$ cat config.mk
export PLATFORM = sky130hd
export DESIGN_NAME = uart_rx_engine
export DESIGN_NICKNAME = d
export VERILOG_FILES = /design/src/rtl/uart_rx_pkg.sv /design/src/rtl/rx_sync.sv /design/src/rtl/rx_framer.sv /design/src/rtl/rx_holding.sv /design/src/rtl/uart_rx_engine.sv
export SDC_FILE = /design/constraint.sdc
export NUM_CORES = 1
export LEC_CHECK = 0
export ABC_AREA = 1
export BUFFER_PORTS_ARGS = -buffer_cell sky130_fd_sc_hd__buf_4
export CAP_MARGIN = 0
export CORE_ASPECT_RATIO = 1.25
export CORE_UTILIZATION = 26
export CTS_CLUSTER_DIAMETER = 100
export DETAILED_ROUTE_END_ITERATION = 10
export HOLD_SLACK_MARGIN = 0.12
export PLACE_DENSITY = 0.41
export SLEW_MARGIN = 20
export SYNTH_ARGS = -nofsm -noshare
export SYNTH_HDL_FRONTEND = slang
export SYNTH_HIERARCHICAL = 1
export SYNTH_SLANG_ARGS = --single-unit
$ cat constraint.sdc
create_clock -name clk -period 2 [get_ports clk]
set_clock_uncertainty 0.1 [all_clocks]
set_input_delay 0.4 -clock clk [delete_from_list [all_inputs] [get_ports clk]]
set_output_delay 0.4 -clock clk [all_outputs]
set_load 0.02 [all_outputs]
$ cat src/rtl/uart_rx_pkg.sv
package uart_rx_pkg;
  typedef enum logic [2:0] {
    ST_IDLE,
    ST_START,
    ST_DATA,
    ST_PAR,
    ST_STOP,
    ST_HUNT
  } rx_state_e;
endpackage

$ cat src/rtl/rx_sync.sv
module rx_sync #(
  parameter int STAGES = 2
) (
  input  logic clk,
  input  logic rst_n,
  input  logic din,
  output logic dout
);
  logic [STAGES-1:0] q;

  // Idle level of the line is high, so reset to ones.
  always_ff @(posedge clk or negedge rst_n) begin
    if (!rst_n) q <= '1;
    else        q <= {q[STAGES-2:0], din};
  end

  assign dout = q[STAGES-1];
endmodule

$ cat src/rtl/rx_framer.sv
module rx_framer
  import uart_rx_pkg::*;
#(
  parameter int DATA_W   = 8,
  parameter int OSR      = 16,
  parameter int LEN_W    = 2,
  parameter int MIN_BITS = 5
) (
  input  logic              clk,
  input  logic              rst_n,
  input  logic              clr,
  input  logic              en,
  input  logic              tick,
  input  logic              line,
  input  logic [LEN_W-1:0]  len_code,
  input  logic              par_en,
  input  logic              par_odd,
  output logic              done,
  output logic [DATA_W-1:0] data,
  output logic              pe,
  output logic              fe
);
  localparam int CNT_W = $clog2(OSR);
  localparam int BIT_W = $clog2(DATA_W + 1);
  localparam logic [CNT_W-1:0] HALF_M1 = CNT_W'(OSR / 2 - 1);
  localparam logic [CNT_W-1:0] FULL_M1 = CNT_W'(OSR - 1);

  rx_state_e         state;
  logic [CNT_W-1:0]  cnt;
  logic [BIT_W-1:0]  bitn;
  logic [DATA_W-1:0] shreg;
  logic              last_lvl;
  logic              par_acc;

  logic [BIT_W-1:0]  nbits;
  logic [BIT_W-1:0]  shamt;
  logic [DATA_W-1:0] aligned;

  // Bits enter at the top and move down; a short character is right-aligned
  // by shifting out the unused positions, which leaves zeros above it.
  assign nbits   = BIT_W'(MIN_BITS) + BIT_W'(len_code);
  assign shamt   = BIT_W'(DATA_W) - nbits;
  assign aligned = shreg >> shamt;

  always_ff @(posedge clk or negedge rst_n) begin
    if (!rst_n) begin
      state    <= ST_IDLE;
      cnt      <= '0;
      bitn     <= '0;
      shreg    <= '0;
      last_lvl <= 1'b1;
      par_acc  <= 1'b0;
      done     <= 1'b0;
      data     <= '0;
      pe       <= 1'b0;
      fe       <= 1'b0;
    end else begin
      done <= 1'b0;
      if (clr || !en) begin
        state <= ST_IDLE;
        cnt   <= '0;
        bitn  <= '0;
        shreg <= '0;
        if (clr)       last_lvl <= 1'b1;
        else if (tick) last_lvl <= line;
      end else if (tick) begin
        case (state)
          ST_IDLE: begin
            last_lvl <= line;
            if (last_lvl && !line) begin
              state <= ST_START;
              cnt   <= '0;
            end
          end
          ST_START: begin
            if (cnt == HALF_M1) begin
              cnt <= '0;
              if (line) begin
                state    <= ST_IDLE;
                last_lvl <= 1'b1;
              end else begin
                state   <= ST_DATA;
                bitn    <= '0;
                shreg   <= '0;
                par_acc <= 1'b0;
              end
            end else begin
              cnt <= cnt + 1'b1;
            end
          end
          ST_DATA: begin
            if (cnt == FULL_M1) begin
              cnt     <= '0;
              shreg   <= {line, shreg[DATA_W-1:1]};
              par_acc <= par_acc ^ line;
              bitn    <= bitn + 1'b1;
              if (bitn == nbits - BIT_W'(1))
                state <= par_en ? ST_PAR : ST_STOP;
            end else begin
              cnt <= cnt + 1'b1;
            end
          end
          ST_PAR: begin
            if (cnt == FULL_M1) begin
              cnt     <= '0;
              par_acc <= par_acc ^ line;
              state   <= ST_STOP;
            end else begin
              cnt <= cnt + 1'b1;
            end
          end
          ST_STOP: begin
            if (cnt == FULL_M1) begin
              cnt  <= '0;
              done <= 1'b1;
              data <= aligned;
              pe   <= par_en && (par_acc ^ par_odd);
              fe   <= !line;
              if (line) begin
                state    <= ST_IDLE;
                last_lvl <= 1'b1;
              end else if (aligned != '0) begin
                state <= ST_HUNT;
              end else begin
                // Break: wait for the line to return high first.
                state    <= ST_IDLE;
                last_lvl <= 1'b0;
              end
            end else begin
              cnt <= cnt + 1'b1;
            end
          end
          ST_HUNT: begin
            if (cnt == HALF_M1) begin
              cnt <= '0;
              if (!line) begin
                state <= ST_START;
              end else begin
                state    <= ST_IDLE;
                last_lvl <= 1'b1;
              end
            end else begin
              cnt <= cnt + 1'b1;
            end
          end
          default: state <= ST_IDLE;
        endcase
      end
    end
  end

  AST_NO_CHAR_WHEN_OFF: assert property (@(posedge clk) disable iff (!rst_n)
    !en |=> !done);
  AST_UPPER_ZERO: assert property (@(posedge clk) disable iff (!rst_n)
    done |-> ((data >> nbits) == '0));
  AST_DONE_PULSE: assert property (@(posedge clk) disable iff (!rst_n)
    done |=> !done);
  AST_CLEAR_IDLES: assert property (@(posedge clk) disable iff (!rst_n)
    clr |=> (state == ST_IDLE) && !done);
endmodule

$ cat src/rtl/rx_holding.sv
module rx_holding #(
  parameter int DATA_W = 8
) (
  input  logic              clk,
  input  logic              rst_n,
  input  logic              clr,
  input  logic              load,
  input  logic [DATA_W-1:0] ld_data,
  input  logic              ld_pe,
  input  logic              ld_fe,
  output logic              valid,
  input  logic              ready,
  output logic [DATA_W-1:0] data,
  output logic              pe,
  output logic              fe,
  output logic              ovr
);
  logic pop;
  assign pop = valid && ready;

  always_ff @(posedge clk or negedge rst_n) begin
    if (!rst_n) begin
      valid <= 1'b0;
      data  <= '0;
      pe    <= 1'b0;
      fe    <= 1'b0;
      ovr   <= 1'b0;
    end else if (clr) begin
      valid <= 1'b0;
      data  <= '0;
      pe    <= 1'b0;
      fe    <= 1'b0;
      ovr   <= 1'b0;
    end else begin
      if (load && (!valid || pop)) begin
        valid <= 1'b1;
        data  <= ld_data;
        pe    <= ld_pe;
        fe    <= ld_fe;
      end else if (pop) begin
        valid <= 1'b0;
      end
      if (load && valid && !pop) ovr <= 1'b1;
    end
  end

  AST_HOLD_STABLE: assert property (@(posedge clk) disable iff (!rst_n)
    (valid && !ready && !clr) |=> valid && $stable(data) && $stable(pe) && $stable(fe));
  AST_OVERRUN_STICKY: assert property (@(posedge clk) disable iff (!rst_n)
    (ovr && !clr) |=> ovr);
  AST_CLEAR_EMPTIES: assert property (@(posedge clk) disable iff (!rst_n)
    clr |=> !valid && !ovr);
endmodule

$ cat src/rtl/uart_rx_engine.sv
module uart_rx_engine #(
  parameter int DATA_W    = 8,
  parameter int OSR       = 16,
  parameter int LEN_W     = 2,
  parameter int MIN_BITS  = 5,
  parameter int SYNC_STGS = 2
) (
  input  logic              clk,
  input  logic              rst_n,
  input  logic              baud_tick,
  input  logic              rx_line,
  input  logic              rx_enable,
  input  logic              rx_clear,
  input  logic [LEN_W-1:0]  len_sel,
  input  logic              parity_en,
  input  logic              parity_odd,
  output logic              char_valid,
  input  logic              char_ready,
  output logic [DATA_W-1:0] char_data,
  output logic              char_par_err,
  output logic              char_frm_err,
  output logic              overrun
);
  logic              line_s;
  logic              f_done;
  logic [DATA_W-1:0] f_data;
  logic              f_pe;
  logic              f_fe;

  rx_sync #(.STAGES(SYNC_STGS)) u_sync (
    .clk  (clk),
    .rst_n(rst_n),
    .din  (rx_line),
    .dout (line_s)
  );

  rx_framer #(
    .DATA_W  (DATA_W),
    .OSR     (OSR),
    .LEN_W   (LEN_W),
    .MIN_BITS(MIN_BITS)
  ) u_framer (
    .clk     (clk),
    .rst_n   (rst_n),
    .clr     (rx_clear),
    .en      (rx_enable),
    .tick    (baud_tick),
    .line    (line_s),
    .len_code(len_sel),
    .par_en  (parity_en),
    .par_odd (parity_odd),
    .done    (f_done),
    .data    (f_data),
    .pe      (f_pe),
    .fe      (f_fe)
  );

  rx_holding #(.DATA_W(DATA_W)) u_hold (
    .clk    (clk),
    .rst_n  (rst_n),
    .clr    (rx_clear),
    .load   (f_done),
    .ld_data(f_data),
    .ld_pe  (f_pe),
    .ld_fe  (f_fe),
    .valid  (char_valid),
    .ready  (char_ready),
    .data   (char_data),
    .pe     (char_par_err),
    .fe     (char_frm_err),
    .ovr    (overrun)
  );
endmodule

==> Word level (Yosys, flattened, before mapping) <==
Cells that the tools add are included.
{ "totals": {"reg_bits": 46, "in_bits": 11, "out_inout_bits": 12, "word_cells": 141} }
{ "classes": {"addsub": 5, "eq_ne": 22, "n_shift": 1, "muxes": 62, "bitwise": 3, "reduce_logical": 32} }
{ "ops": {"columns": ["operator", "n"], "rows": [
  ["$mux W8", 7],
  ["$mux W4", 10],
  ["$mux W3", 12],
  ["$ne A3 B1 Y1 const B", 9],
  ["$mux W1", 26],
  ["$pmux W3 S6", 1],
  ["$pmux W8 S2", 1],
  ["$pmux W4 S3", 1],
  ["$reduce_bool A2 Y1", 5],
  ["$add A4 B1 Y4 const B", 2],
  ["$pmux W4 S2", 1],
  ["$reduce_and A8 Y1", 1],
  ["$reduce_bool A4 Y1", 2],
  ["$reduce_bool A8 Y1", 1],
  ["$shr A8 B4 Y8", 1],
  ["$reduce_and A7 Y1", 1],
  ["$eq A3 B2 Y1 const B", 2],
  ["$eq A3 B3 Y1 const B", 2],
  ["$logic_and A1 B1 Y1", 6],
  ["$reduce_and A6 Y1", 1],
  ["$reduce_bool A3 Y1", 2],
  ["$reduce_and A5 Y1", 1],
  ["$add A3 B2 Y4 const A", 1],
  ["$eq A4 B3 Y1 const B", 1],
  ["21 further kinds", 28]
]} }

==> Logic depth before layout (Yosys ltp) <==
{ "logic_depth": {"word_depth": 10, "ltp_mapped": 14, "mapped_depth_nobuf": 14} }

==> Hierarchy <==
The synthesis kept the hierarchy.
{ "modules_own_cells": {"columns": ["mod", "instances", "cells_per_inst", "area_per_inst_um2"], "rows": [
  ["rx_framer", 1, 269, 2010.7],
  ["rx_holding", 1, 55, 548.0],
  ["rx_sync", 1, 2, 52.6]
]} }

==> Worst setup path after synthesis <==
No wires, ideal clock.
{ "synth_timing": {"path_kind": "input port to flip-flop", "start": "input port len_sel[0]", "end": "register u_framer.state[0]", "setup_ns": 0.116, "t_arrival_ns": 1.528, "t_required_ns": 1.784, "setup_slack_ns": 0.256, "stages": 13, "path_buffers": 0, "cell_sequence": "ha_1 inv_1 nand2_1 nand2_2 nand2_1 nand3_1 nand2_1 nor2_1 nand2_1 nand2_2 nand3_1 nand2_1 nand2_1"} }
{ "synth_between": {"elab_chain_cells": 10, "elab_cells_between_ends": 14} }
{ "synth_lines": {"columns": ["item", "line_no", "rtl"], "rows": [
  ["from (decl)", "uart_rx_engine.sv:14", "input logic [LEN_W-1:0] len_sel,"],
  ["$add A3 B2 Y4 (*)", "rx_framer.sv:41", "assign nbits = BIT_W'(MIN_BITS) + BIT_W'(len_code);"],
  ["$sub A4 B4 Y4", "rx_framer.sv:42", "assign shamt = BIT_W'(DATA_W) - nbits;"],
  ["$shr A8 B4 Y8", "rx_framer.sv:43", "assign aligned = shreg >> shamt;"],
  ["$reduce_bool A8 Y1", "rx_framer.sv:122", "end else if (aligned != '0) begin"],
  ["$mux W3", "rx_framer.sv:122", null],
  ["$mux W3", "rx_framer.sv:119", "if (line) begin"],
  ["$mux W3", "rx_framer.sv:113", "if (cnt == FULL_M1) begin"],
  ["$pmux W3 S6", "rx_framer.sv:67", "case (state)"],
  ["$mux W3", "rx_framer.sv:66", "end else if (tick) begin"],
  ["$mux W3", "rx_framer.sv:59", "if (clr || !en) begin"],
  ["to (signal assigned)", "rx_framer.sv:98", "state <= par_en ? ST_PAR : ST_STOP;"],
  ["to (decl)", "rx_framer.sv:28", "rx_state_e state;"]
]} }
Mark *: on every way between the ends. The rest lies on a longest branch, timed or not. The select of a mux whose other input is x is not followed.
A chain may end at the register's enable or synchronous reset.

==> Worst setup path in the final report <==
{ "layout_timing": {"start": "register u_framer.cnt[0]", "end": "register u_framer.state[0]"} }
{ "layout_between": {"elab_chain_cells": 3, "elab_cells_between_ends": 8} }
{ "layout_lines": {"columns": ["item", "line_no", "rtl"], "rows": [
  ["from (decl)", "rx_framer.sv:29", "logic [CNT_W-1:0] cnt;"],
  ["from (signal assigned)", "rx_framer.sv:88", "cnt <= cnt + 1'b1;"],
  ["from (signal assigned)", "rx_framer.sv:100", "cnt <= cnt + 1'b1;"],
  ["from (signal assigned)", "rx_framer.sv:109", "cnt <= cnt + 1'b1;"],
  ["$eq A4 B3 Y1 or $eq A4 B4 Y1 (tied branches)", null, null],
  ["$ne A3 B1 Y1 (no line)", null, null],
  ["$reduce_and A8 Y1 (no line) (*)", null, null]
]} }
Mark *: on every way between the ends. The rest lies on a longest branch, timed or not.

==> flow_summary_export.csv <==
group,metric,value,unit
power_and_ir_drop,power_leakage,1.51,nW
layout,stdcell_area,3090,um^2
sta,max-slew-margin-rel,59.5,%
setup_path,ff2ff_path_depth,12,
run_status,status,"complete, no violations",
power_and_ir_drop,p_seq_share,43.9,%
logic_synthesis,dominantRegCellSynth,"dfrtp_1",
global_routing,grt_pass1_vias,2068,
routing,routed_wl,5740,um
cts,clkTransAtPathRegs,0.07,ns
layout,fin_nets,370,
layout,area_delta_synth_final,18.4,%
setup_path,path_cells,"ha_1, nand2_2, clkinv_1, nand2_2, nand2_2, inv_2, a21oi_4, and3_1, nand2_2, nor2_4, nand2_1, nand2_1",
logic_synthesis,yosys_warnings,6,
setup_path,cp.required,2.13,ns
sta,hold_viol_final,0,
min_path,whs_path_depth,2,
logic_synthesis,synth-compound-area-share,9.73,%
job,maxCapViolCount,0,
logic_synthesis,synthAdderAreaFrac,1.92,%
logic_synthesis,synth_edf_count,0,
layout,diodes,0,
setup_path,startpoint_type,"flop",
setup_path,worst-r2r-setup-slack,0.17,ns
logic_synthesis,ys_async_sr_fraction,100,%
setup_path,rr_endpoint,"u_framer/state[0]$_DFFE_PN0P_",
global_routing,grt_max_degree,47,
placement,place_area,2910,um^2
power_and_ir_drop,power.switching,0.554,mW
cts,clk_latency,0.29,ns
layout,fin_cells,482,
setup_path,crit_start,"u_framer/cnt[0]$_DFFE_PN0P_",
logic_synthesis,synth-seq-cells,46,
setup_path,crit_type,"reg2reg",
setup_path,r2r_start,"u_framer/cnt[0]$_DFFE_PN0P_",
cts,cts_max_path_buffers,2,
setup_path,cpMostUsedCell,"nand2_2",
global_routing,antenna_found_initial,0,
routing,vias,2117,
power_and_ir_drop,internal_power,1.65,mW
floorplanning,num_io_pins,23,
floorplanning,row_count,40,
placement,io_buffer_count,22,
floorplanning,die_area,10500,um^2
sta,final.min_clock_period,1.83,ns
routing,drtPass1Iterations,4,
logic_synthesis,synth_simple_gate_area_share,32.9,%
setup_path,cp_max_fo,4,
floorplanning,start_util,26.9,%
logic_synthesis,synthXorXnorAreaFrac,1.29,%
logic_synthesis,netlist_instances,326,
floorplanning,die_h,114,um
logic_synthesis,synthesis.nets,341,
sta,setup_viol,0,
setup_path,path_delay_family,"simple AND/OR/NAND/NOR gates",
logic_synthesis,synth_seq_area_share,44.2,%
routing,antenna_left,0,
sta,tightest_slew,0.608,ns
logic_synthesis,synth_cell_types,38,
power_and_ir_drop,powerDensity,712,nW/um^2
placement,hpwl,4260,um
layout,drive_above_1_share,20.8,%
logic_synthesis,ys_top_cells_by_area,"dfrtp_1, nand2_1, nand3_1, inv_1, o21ai_0",
setup_path,crit_path_end_kind,"flop",
sta,max_freq,0.545,GHz
cts,cts_tree,"built",
logic_synthesis,syn_avg_cell_area,8.01,um^2
min_path,min_from,"rx_clear",
power_and_ir_drop,peakVddDrop,0.300,mV
min_path,min_to,"u_hold/valid$_DFFE_PN0P_",
placement,dp.cells,472,
cts,cts_root_buf,"clkbuf_16",
power_and_ir_drop,p_clk_share,42.8,%
global_routing,grt-ovfl-total,0,
global_routing,grt_pass1_wl,9890,um
cts,clkSinkCount,46,
routing,vias_per_cell,4.39,
placement,gp_congestion,0.848,
power_and_ir_drop,p_sw_share,25.2,%
min_path,min_path_type,"in2reg",
routing,drt-initial-drc-count,63,
sta,setup_tns,0,ns
sta,final_max_slew_viol_count,0,
global_routing,grt_use_total,12.0,%
logic_synthesis,synth_mux_area_share,0.862,%
logic_synthesis,synth_top_cell_area_share,41.2,%
setup_path,crit_path_top_delay_cell,"dfrtp_1",
setup_path,max_stage_delay,0.39,ns
logic_synthesis,syn_area,2610,um^2
cts,cts_made_buffers,5,
routing,route.detailed.drc,0,
power_and_ir_drop,p_comb_share,13.3,%
cts,cts.htree.levels,2,
floorplanning,core_area,9710,um^2
logic_synthesis,yosysTopAreaCell,"dfrtp_1",
routing,wire_per_inst,11.9,um
sta,fin_crit_sh,91.7,%
sta,rsz0062_at_grt,"no",
setup_path,worst-path-buf-inv,2,
floorplanning,die_x,91.6,um
setup_path,worstPathArrival,1.96,ns
logic_synthesis,synth_top_family_by_area,"simple AND/OR/NAND/NOR gates",
## cells by family after synthesis
logic type,Yosys count
and+or+nand+nor,181
buffers and inverters,48
DFF,46
AOI/OAI and AO/OA,43
adders and majority gates,4
xor gates and xnor gates,3
muxes,1
## how the worst max path moves through the flow
stage | endpoint | slack [ns] | cells past startpoint
floorplan | u_framer/state[0]$_DFFE_PN0P_ | 0.26 | 13
global placement | u_framer/state[0]$_DFFE_PN0P_ | -0.05 | 14
detailed placement | u_framer/state[0]$_DFFE_PN0P_ | -0.08 | 14
CTS | u_framer/state[0]$_DFFE_PN0P_ | 0.14 | 12
global route | u_framer/data[0]$_DFFE_PN0P_ | 0.02 | 8
finish | u_framer/state[0]$_DFFE_PN0P_ | 0.17 | 12
## stage by stage
stage	worst slack, ns	hold WS [ns]	total power [mW]	util [%]
after floorplan	0.256	0.00441	1.17	-
after global placement	-0.0520	0.250	1.28	29.9
after detailed placement	-0.0800	0.247	1.28	29.9
after CTS	0.140	0.190	2.25	31.8
after global routing	0.0208	0.194	2.31	31.8
final	0.167	0.200	2.20	31.8
## synthesized netlist by cell type, types with 2 or more instances
| master | instances |
|---|---|
| inv_1 | 28 |
| dfstp_2 | 3 |
| o211ai_1 | 2 |
| nor2_4 | 2 |
| dfrtp_1 | 43 |
| o22ai_1 | 10 |
| nand3_1 | 31 |
| ha_1 | 4 |
| nand2_2 | 10 |
| buf_6 | 4 |
| o21ai_1 | 6 |
| nor2_1 | 16 |
| nand3b_1 | 2 |
| a21oi_1 | 5 |
| inv_2 | 10 |
| nand3_2 | 2 |
| nand2_4 | 3 |
| buf_2 | 2 |
| o21ai_0 | 16 |
| nor3_2 | 2 |
| nand4_1 | 11 |
| nand2_1 | 96 |
| nor3_1 | 3 |
## layout by cell type (no fill, tap or decap), types with 2 or more instances in the layout
master         synthesis  layout
nand4_1               11      11
clkbuf_1               0       2
nor2_1                16      16
o211ai_1               2       2
nand2_1               96      96
nor2_4                 2       2
ha_1                   4       4
nand3_2                2       2
nand2_2               10      10
inv_2                 10      10
nor3_2                 2       2
o21ai_0               16      16
o21ai_1                6       6
nand2_4                3       3
nor3_1                 3       3
buf_4                  1      28
dlygate4sd3_1          0       2
dfstp_2                3       3
clkbuf_16              0       5
dfrtp_1               43      43
nand3_1               31      31
nand3b_1               2       2
a21oi_1                5       5
inv_1                 28      28
o22ai_1               10      10
## power groups by stage
stage	Clock, mW	Sequential [mW]	Combinational, mW
final	0.943	0.965	0.292
after global routing	1.02	0.967	0.331
after CTS	0.983	0.965	0.300
after detailed placement	0	0.982	0.295
after global placement	0	0.983	0.294
after floorplan	0	0.978	0.197
## registers in the layout (all words and copies together), names as in the netlist
| register | count |
|---|---|
| u_framer/shreg | 8 |
| u_framer/par_acc | 1 |
| u_hold/valid | 1 |
| u_framer/pe | 1 |
| u_hold/fe | 1 |
| u_hold/data | 8 |
| u_framer/bitn | 4 |
| u_framer/fe | 1 |
| u_framer/state | 3 |
| u_sync/q | 2 |
| u_framer/cnt | 4 |
| u_framer/last_lvl | 1 |
| u_hold/ovr | 1 |
| u_framer/done | 1 |
| u_hold/pe | 1 |
| u_framer/data | 8 |
## worst reg2reg max path: cells and delay by family, from the launching register on
family          cells  cell delay, ns
simple gates        8            0.79
flops               1            0.39
fa+ha+maj           1            0.21
compound gates      1            0.17
buf+inv             2            0.13
## final cells by class
class	instances	area, um^2
Tap cell	126	158
Inverter	39	146
Clock inverter	1	30.0
Multi-Input combinational cell	232	1220
Sequential cell	46	1150
Fill cell	1072	6620
Clock buffer	7	133
Timing Repair Buffer	31	250
## per-layer routing
| metal | up-vias | share of wire, % | GRT usage, % |
|---|---|---|---|
| met2 | 31 | 48 | 20.4 |
| li1 | 1127 | - | - |
| met3 | 10 | 2.6 | 2.40 |
| met1 | 949 | 47 | 14.4 |
| met5 | - | 0 | 0 |
| met4 | 0 | 2.8 | 5.93 |
## timing repair
action,CTS,global route
setup endpoints to repair,0,0
endpoints found under the hold margin,44,0
hold buffers,2,0
gates resized for setup,0,0
buffers inserted,0,0
Power figures use the tool's default switching activity.
